--- config.mk ---
export PLATFORM = sky130hd
export DESIGN_NAME = mt_sys_pe
export DESIGN_NICKNAME = d
export VERILOG_FILES = /design/src/rtl/mtpe_pkg.sv /design/src/rtl/mtpe_seq.sv /design/src/rtl/mtpe_clrq.sv /design/src/rtl/mtpe_mac.sv /design/src/rtl/mtpe_dly.sv /design/src/rtl/mt_sys_pe.sv
export SDC_FILE = /design/constraint.sdc
export NUM_CORES = 1
export LEC_CHECK = 0
export BUFFER_PORTS_ARGS = -buffer_cell sky130_fd_sc_hd__buf_2
export CAP_MARGIN = 20
export CORE_UTILIZATION = 40
export DETAILED_ROUTE_END_ITERATION = 10
export PLACE_DENSITY_LB_ADDON = 0.1
export REMOVE_ABC_BUFFERS = 1
export SETUP_SLACK_MARGIN = 0.02
export SYNTH_ARGS = -nofsm -noshare
export SYNTH_HDL_FRONTEND = slang
export SYNTH_SLANG_ARGS = --single-unit
--- constraint.sdc ---
create_clock -name clk -period 28.5 [get_ports clk]
set_input_delay 2.85 -clock clk [delete_from_list [all_inputs] [get_ports clk]]
set_output_delay 2.85 -clock clk [all_outputs]
set_load 0.01 [all_outputs]
--- src/rtl/mtpe_pkg.sv ---
package mtpe_pkg;

  // Rotating slot successor used by the order tracker.
  function automatic int unsigned slot_after(input int unsigned cur, input int unsigned n);
    return (cur + 1 >= n) ? 0 : cur + 1;
  endfunction

endpackage

--- src/rtl/mtpe_seq.sv ---
module mtpe_seq #(
  parameter int unsigned NTHR = 4,
  parameter int unsigned TW   = 2
) (
  input  logic          clk,
  input  logic          rst_n,
  input  logic          in_vld,
  input  logic [TW-1:0] in_tid,
  output logic          take,
  output logic          seq_err
);
  import mtpe_pkg::*;

  logic [TW-1:0] ptr_q, ptr_d;
  logic          err_q, err_d;
  logic          match;

  assign match = (in_tid == ptr_q);
  assign take  = in_vld & match;

  always_comb begin
    ptr_d = ptr_q;
    if (take) ptr_d = TW'(slot_after(int'(ptr_q), NTHR));
    err_d = in_vld & ~match;
  end

  always_ff @(posedge clk or negedge rst_n) begin
    if (!rst_n) begin
      ptr_q <= '0;
      err_q <= 1'b0;
    end else begin
      ptr_q <= ptr_d;
      err_q <= err_d;
    end
  end

  assign seq_err = err_q;

  // an out-of-order sample is flagged and does not move the rotation
  a_r3_drop_flag: assert property (@(posedge clk) disable iff (!rst_n)
    (in_vld && in_tid != ptr_q) |=> (seq_err && $stable(ptr_q)));

  // an accepted sample moves the rotation and leaves no flag
  a_r2_step_clean: assert property (@(posedge clk) disable iff (!rst_n)
    take |=> (!seq_err && ptr_q != $past(ptr_q)));

endmodule

--- src/rtl/mtpe_clrq.sv ---
module mtpe_clrq #(
  parameter int unsigned NTHR = 4,
  parameter int unsigned TW   = 2
) (
  input  logic            clk,
  input  logic            rst_n,
  input  logic [NTHR-1:0] clr_i,
  input  logic            take,
  input  logic [TW-1:0]   tid,
  output logic            clr_now
);

  logic [NTHR-1:0] pend_q, pend_d, hit;

  for (genvar t = 0; t < NTHR; t++) begin : g_thr
    assign hit[t] = take && (tid == TW'(t));

    always_comb pend_d[t] = (pend_q[t] | clr_i[t]) & ~hit[t];

    // a pending clear survives until its own slot is taken
    a_r9_pend_keep: assert property (@(posedge clk) disable iff (!rst_n)
      (pend_q[t] && !hit[t]) |=> pend_q[t]);

    // taking the slot consumes the request
    a_r6_pend_used: assert property (@(posedge clk) disable iff (!rst_n)
      hit[t] |=> !pend_q[t]);
  end

  always_comb begin
    clr_now = 1'b0;
    for (int t = 0; t < NTHR; t++)
      if (tid == TW'(t)) clr_now = pend_q[t] | clr_i[t];
  end

  always_ff @(posedge clk or negedge rst_n) begin
    if (!rst_n) pend_q <= '0;
    else        pend_q <= pend_d;
  end

endmodule

--- src/rtl/mtpe_mac.sv ---
module mtpe_mac #(
  parameter int unsigned NTHR = 4,
  parameter int unsigned TW   = 2,
  parameter int unsigned DW   = 16,
  parameter int unsigned AW   = 40
) (
  input  logic                 clk,
  input  logic                 rst_n,
  input  logic                 in_take,
  input  logic [TW-1:0]        in_tid,
  input  logic signed [DW-1:0] in_x,
  input  logic signed [DW-1:0] in_k,
  input  logic                 in_clr,
  output logic                 res_vld,
  output logic [TW-1:0]        res_tid,
  output logic [AW-1:0]        res_acc
);
  localparam int unsigned PW = 2 * DW;

  // stage 1: operand capture
  logic                 s1_vld;
  logic [TW-1:0]        s1_tid;
  logic signed [DW-1:0] s1_x, s1_k;
  logic                 s1_clr;
  // stage 2: product
  logic                 s2_vld;
  logic [TW-1:0]        s2_tid;
  logic                 s2_clr;
  logic signed [PW-1:0] s2_prod, prod_d;
  // stage 3: accumulate
  logic                 s3_vld;
  logic [TW-1:0]        s3_tid;
  logic [AW-1:0]        s3_acc;

  logic [AW-1:0] bank_q [NTHR];
  logic [AW-1:0] old_acc, sum_d, prod_ext;
  logic [NTHR-1:0] wr_en;

  always_comb begin
    prod_d   = s1_x * s1_k;
    prod_ext = {{(AW-PW){s2_prod[PW-1]}}, s2_prod};
    old_acc  = '0;
    for (int t = 0; t < NTHR; t++)
      if (s2_tid == TW'(t)) old_acc = bank_q[t];
    sum_d = (s2_clr ? '0 : old_acc) + prod_ext;
  end

  always_ff @(posedge clk or negedge rst_n) begin
    if (!rst_n) begin
      s1_vld <= 1'b0; s1_tid <= '0; s1_x <= '0; s1_k <= '0; s1_clr <= 1'b0;
      s2_vld <= 1'b0; s2_tid <= '0; s2_clr <= 1'b0; s2_prod <= '0;
      s3_vld <= 1'b0; s3_tid <= '0; s3_acc <= '0;
    end else begin
      s1_vld <= in_take;
      if (in_take) begin
        s1_tid <= in_tid; s1_x <= in_x; s1_k <= in_k; s1_clr <= in_clr;
      end
      s2_vld <= s1_vld;
      if (s1_vld) begin
        s2_tid <= s1_tid; s2_clr <= s1_clr; s2_prod <= prod_d;
      end
      s3_vld <= s2_vld;
      if (s2_vld) begin
        s3_tid <= s2_tid; s3_acc <= sum_d;
      end
    end
  end

  for (genvar t = 0; t < NTHR; t++) begin : g_bank
    assign wr_en[t] = s2_vld && (s2_tid == TW'(t));
    always_ff @(posedge clk or negedge rst_n) begin
      if (!rst_n)       bank_q[t] <= '0;
      else if (wr_en[t]) bank_q[t] <= sum_d;
    end
  end

  // a single bank entry is written per accepted sample
  a_r5_one_write: assert property (@(posedge clk) disable iff (!rst_n)
    $onehot0(wr_en));

  assign res_vld = s3_vld;
  assign res_tid = s3_tid;
  assign res_acc = s3_acc;

endmodule

--- src/rtl/mtpe_dly.sv ---
module mtpe_dly #(
  parameter int unsigned STG = 1,
  parameter int unsigned W   = 8
) (
  input  logic         clk,
  input  logic         rst_n,
  input  logic         d_vld,
  input  logic [W-1:0] d_dat,
  output logic         q_vld,
  output logic [W-1:0] q_dat
);

  if (STG == 0) begin : g_wire
    logic unused_ck;
    assign unused_ck = clk ^ rst_n;
    assign q_vld = d_vld;
    assign q_dat = d_dat;
  end else begin : g_chain
    logic         v_q [STG];
    logic [W-1:0] p_q [STG];
    for (genvar i = 0; i < STG; i++) begin : g_stg
      logic         v_in;
      logic [W-1:0] p_in;
      if (i == 0) begin : g_head
        assign v_in = d_vld;
        assign p_in = d_dat;
      end else begin : g_body
        assign v_in = v_q[i-1];
        assign p_in = p_q[i-1];
      end
      always_ff @(posedge clk or negedge rst_n) begin
        if (!rst_n) begin
          v_q[i] <= 1'b0;
          p_q[i] <= '0;
        end else begin
          v_q[i] <= v_in;
          if (v_in) p_q[i] <= p_in;
        end
      end
    end
    assign q_vld = v_q[STG-1];
    assign q_dat = p_q[STG-1];
  end

endmodule

--- src/rtl/mt_sys_pe.sv ---
module mt_sys_pe #(
  parameter int unsigned NTHR = 4,
  parameter int unsigned DW   = 16,
  parameter int unsigned AW   = 40,
  parameter int unsigned TW   = $clog2(NTHR)
) (
  input  logic            clk,
  input  logic            rst_n,
  input  logic            in_vld,
  input  logic [TW-1:0]   in_tid,
  input  logic [DW-1:0]   in_x,
  input  logic [DW-1:0]   in_k,
  input  logic [NTHR-1:0] clr_i,
  output logic            out_vld,
  output logic [TW-1:0]   out_tid,
  output logic [AW-1:0]   out_acc,
  output logic            seq_err
);
  // The datapath holds three stages; NTHR must be at least 3 and AW >= 2*DW.
  localparam int unsigned STG = NTHR - 3;
  localparam int unsigned BW  = TW + AW;

  logic [1:0] rs_q;
  logic       rst_int_n;

  always_ff @(posedge clk or negedge rst_n) begin
    if (!rst_n) rs_q <= 2'b00;
    else        rs_q <= {rs_q[0], 1'b1};
  end
  assign rst_int_n = rs_q[1];

  logic          take, clr_now;
  logic          res_vld;
  logic [TW-1:0] res_tid;
  logic [AW-1:0] res_acc;
  logic [BW-1:0] q_dat;

  mtpe_seq #(.NTHR(NTHR), .TW(TW)) u_seq (
    .clk(clk), .rst_n(rst_int_n), .in_vld(in_vld), .in_tid(in_tid),
    .take(take), .seq_err(seq_err)
  );

  mtpe_clrq #(.NTHR(NTHR), .TW(TW)) u_clrq (
    .clk(clk), .rst_n(rst_int_n), .clr_i(clr_i), .take(take),
    .tid(in_tid), .clr_now(clr_now)
  );

  mtpe_mac #(.NTHR(NTHR), .TW(TW), .DW(DW), .AW(AW)) u_mac (
    .clk(clk), .rst_n(rst_int_n), .in_take(take), .in_tid(in_tid),
    .in_x(in_x), .in_k(in_k), .in_clr(clr_now),
    .res_vld(res_vld), .res_tid(res_tid), .res_acc(res_acc)
  );

  mtpe_dly #(.STG(STG), .W(BW)) u_dly (
    .clk(clk), .rst_n(rst_int_n), .d_vld(res_vld), .d_dat({res_tid, res_acc}),
    .q_vld(out_vld), .q_dat(q_dat)
  );

  assign out_tid = q_dat[BW-1:AW];
  assign out_acc = q_dat[AW-1:0];

  // results leave in strict rotating thread order
  logic [TW-1:0] chk_nxt;
  always_ff @(posedge clk or negedge rst_int_n) begin
    if (!rst_int_n)   chk_nxt <= '0;
    else if (out_vld) chk_nxt <= (out_tid == TW'(NTHR-1)) ? '0 : out_tid + 1'b1;
  end

  a_r4_out_order: assert property (@(posedge clk) disable iff (!rst_int_n)
    out_vld |-> (out_tid == chk_nxt));

  // reset leaves the outputs quiet
  a_r8_quiet: assert property (@(posedge clk) disable iff (!rst_int_n)
    $rose(rst_int_n) |-> (!out_vld && !seq_err));

endmodule

==> run summary <==
Hold Path Class: flop to flop
Post-route cell area: 0.0273 sq mm
Setup crit start kind: flop
Setup total negative slack: 0 ns
Setup CP Type: flop to flop
Worst path slowest cell: dfrtp_1
Worst hold path cell count: 0
Clock Sinks: 327
Most used cell, CP: fa_1
Drt first pass iters: 5
Worst-path clk slew: 0.06 ns
Post-Syn Area per Cell: 10.1 sq um
Post CTS Setup Buffer Count: 0
CP Capture Type: flop
Fraction of layout cells with a size suffix above 1: 0.124
Port bufs: 84
Hold Vio Cnt, Final: 0
Most common cell after layout, fill and taps aside: nand2_1
Die area: 0.0630 sq mm
Seq/Total Area, Yosys: 0.330
Synthesized flop and latch total: 327
Final Setup Violations: 0
Initial antenna violation count: 0
Post-synth EDFFs: 0
Ant diodes: 0
Rel. slew slack: 0.372
Final period util: 0.237
Slowest Stage Delay on Critical Path: 0.76 ns
Rows: 90
GRT overflow: 0
Root buffer cell: clkbuf_16
Drt via density: 5.05
DR WL/cell: 18.0 microns
Starting Density: 0.408
Clock Tree Buf Depth: 3
Vias in the first global route: 18.3k
Worst path cell trace: nand2_1, fa_1, inv_1, fa_1, inv_1, fa_1, inv_1, fa_1, fa_1, inv_1, fa_1, inv_1, ha_1, a21o_1, a21o_1, a21oi_2, and2_1, a31oi_2, a21oi_2, or4b_1, a31oi_1, xnor2_1, mux2_2
Fin Clk Skew: 0.0298 ns
Fin. max-slew vios: 0
I/O pin count: 85
Reg2reg path depth: 23
Final WL: 59,100 microns
Detail Route Antenna Nets: 0
CTS Buf Count: 40
Status: finished, final reports clean
Post-CTS Hold Buffers: 0
H-Tree Depth: 2
Die height: 251 microns
DRC Markers: 0
Global-route wire length before repair: 100,000 microns
Yosys warns: 0
Post-layout min period: 6.75 ns
Commonest non-fill, non-tap cells in the layout: nand2_1, inv_1, dfrtp_1, fa_1, o21ai_0
Library cells used by synthesis: 62
Nets: 2,898
Final core occ: 0.449
Mapped Cells: 2,447
Worst EP arrival: 7.18 ns
Area after DPL: 0.0259 sq mm
Detailed-route via count: 16.6k
Critical-path maximum fanout: 17
CORE AREA: 0.0608 sq mm
Required time of the critical path: 28.93 ns
Slew @ Worst Pin: 0.942 ns
Cts repair resizes: 0
Die X: 251 microns
Later-pin clock latency in the skew report: 0.57 ns
Main synth FF type: dfrtp_1
Hpwl dp: 43,600 microns
Area growth syn-to-layout: 10.1%
RSZ-0062 raised after global routing: no
Max Cap Viol: 0
DR iter-0 viols: 767
Total GRT Usage: 0.201
Mapped cell area: 0.0248 sq mm
Largest net degree at the start of global routing: 123
Post-synth ARST share: 1.00
Max Clk Rate: 148 MHz
GP Congestion: 0.897
CTS tree: done
[kinds of logic after synthesis]
| logic type | synth area share |
|---|---|
| compound gates | 0.0864 |
| other cells | 0.000151 |
| flops | 0.330 |
| xor+xnor | 0.0275 |
| buf+inv | 0.0685 |
| fa+ha+maj | 0.274 |
| mux | 0.0846 |
| simple gates | 0.129 |
[area by class of cell]
class,instances,area [sq um]
Tap cell,782,978
Clock inverter,21,255
Fill cell,5943,33500
Timing Repair Buffer,101,613
Inverter,332,1250
Clock buffer,52,1110
Sequential cell,327,8190
Multi-Input combinational cell,1670,14900
[sequential cells by signal, summed over array words and instances (netlist names)]
register	count
rs_q	2
u_clrq.pend_q	4
u_dly.q_dat	42
u_dly.q_vld	1
u_mac.bank_q	160
u_mac.res_acc	40
u_mac.res_tid	2
u_mac.res_vld	1
u_mac.s1_clr	1
u_mac.s1_k	16
u_mac.s1_tid	2
u_mac.s1_vld	1
u_mac.s1_x	16
u_mac.s2_clr	1
u_mac.s2_prod	32
u_mac.s2_tid	2
u_mac.s2_vld	1
u_seq.ptr_q	2
u_seq.seq_err	1
[synthesized netlist by cell type (3+ instances only)]
cell,n,share of area
ha_1,122,0.062
clkbuf_1,100,0.015
a21oi_1,63,0.013
dfrtp_1,327,0.33
xnor2_1,53,0.019
mux2_2,76,0.035
mux2i_1,34,0.014
o21ai_1,10,0.0020
nand2b_1,11,0.0028
a31oi_1,8,0.0020
o21a_1,10,0.0030
a21oi_2,3,0.0011
o221ai_1,4,0.0014
nand4_1,8,0.0020
nand2_1,413,0.063
o21bai_1,10,0.0030
xor2_1,23,0.0081
fa_1,263,0.21
o21ai_0,174,0.035
and3_1,3,0.00076
a211oi_1,4,0.0012
and2_1,124,0.031
a2111oi_0,3,0.0011
mux4_2,40,0.036
o211ai_1,4,0.0012
a21o_1,33,0.010
buf_1,10,0.0015
buf_2,8,0.0016
inv_1,332,0.050
nor3_1,9,0.0018
a211o_1,4,0.0014
nor2_1,60,0.0091
nand3b_1,3,0.00091
nand3_1,17,0.0034
nor2b_1,46,0.012
[metal layers]
layer,share of wire,GRT usage,vias up
li1,-,-,7865
met1,0.46,0.270,8419
met2,0.49,0.345,214
met3,0.027,0.0241,81
met4,0.022,0.0493,0
met5,0,0,-
[worst max-delay path, delay by kind of cell, from the launching register on]
kind	cells	cell delay [ns]
adders and majority gates	7	3.42
xor gates and xnor gates	1	0.10
muxes	1	0.26
AOI/OAI and AO/OA	6	1.02
buffers and inverters	5	0.26
and+or+nand+nor	3	0.77
DFF	1	0.76
[path summary, 6_finish.rpt]
check / end / slack [ns] / from
setup / recovery: u_mac.s2_prod[24] / 21.75 / u_mac.s1_k[7]
hold / removal: rs_q[1] / 0.36 / rs_q[0]
setup reg to reg: u_mac.s2_prod[24] / 21.75 / u_mac.s1_k[7]
hold reg to reg: rs_q[1] / 0.36 / rs_q[0]
max in group asynchronous: rs_q[1] / 26.32 / rst_n
min in group asynchronous: u_mac.res_acc[4] / 0.41 / rs_q[1]
[per-stage QoR]
stage | worst slack, ns | hold WS, ns | instances
after global placement | 21.78 | 0.339 | 3209
after global routing | 21.28 | 0.381 | 3285
after CTS | 21.69 | 0.361 | 3282
after floorplan | 18.71 | 0.331 | 2329
after detailed placement | 21.74 | 0.347 | 3209
final | 21.75 | 0.363 | 3285
Power is not shown: default switching activity piles up to over one toggle a cycle in this logic, so the estimate is an artifact.
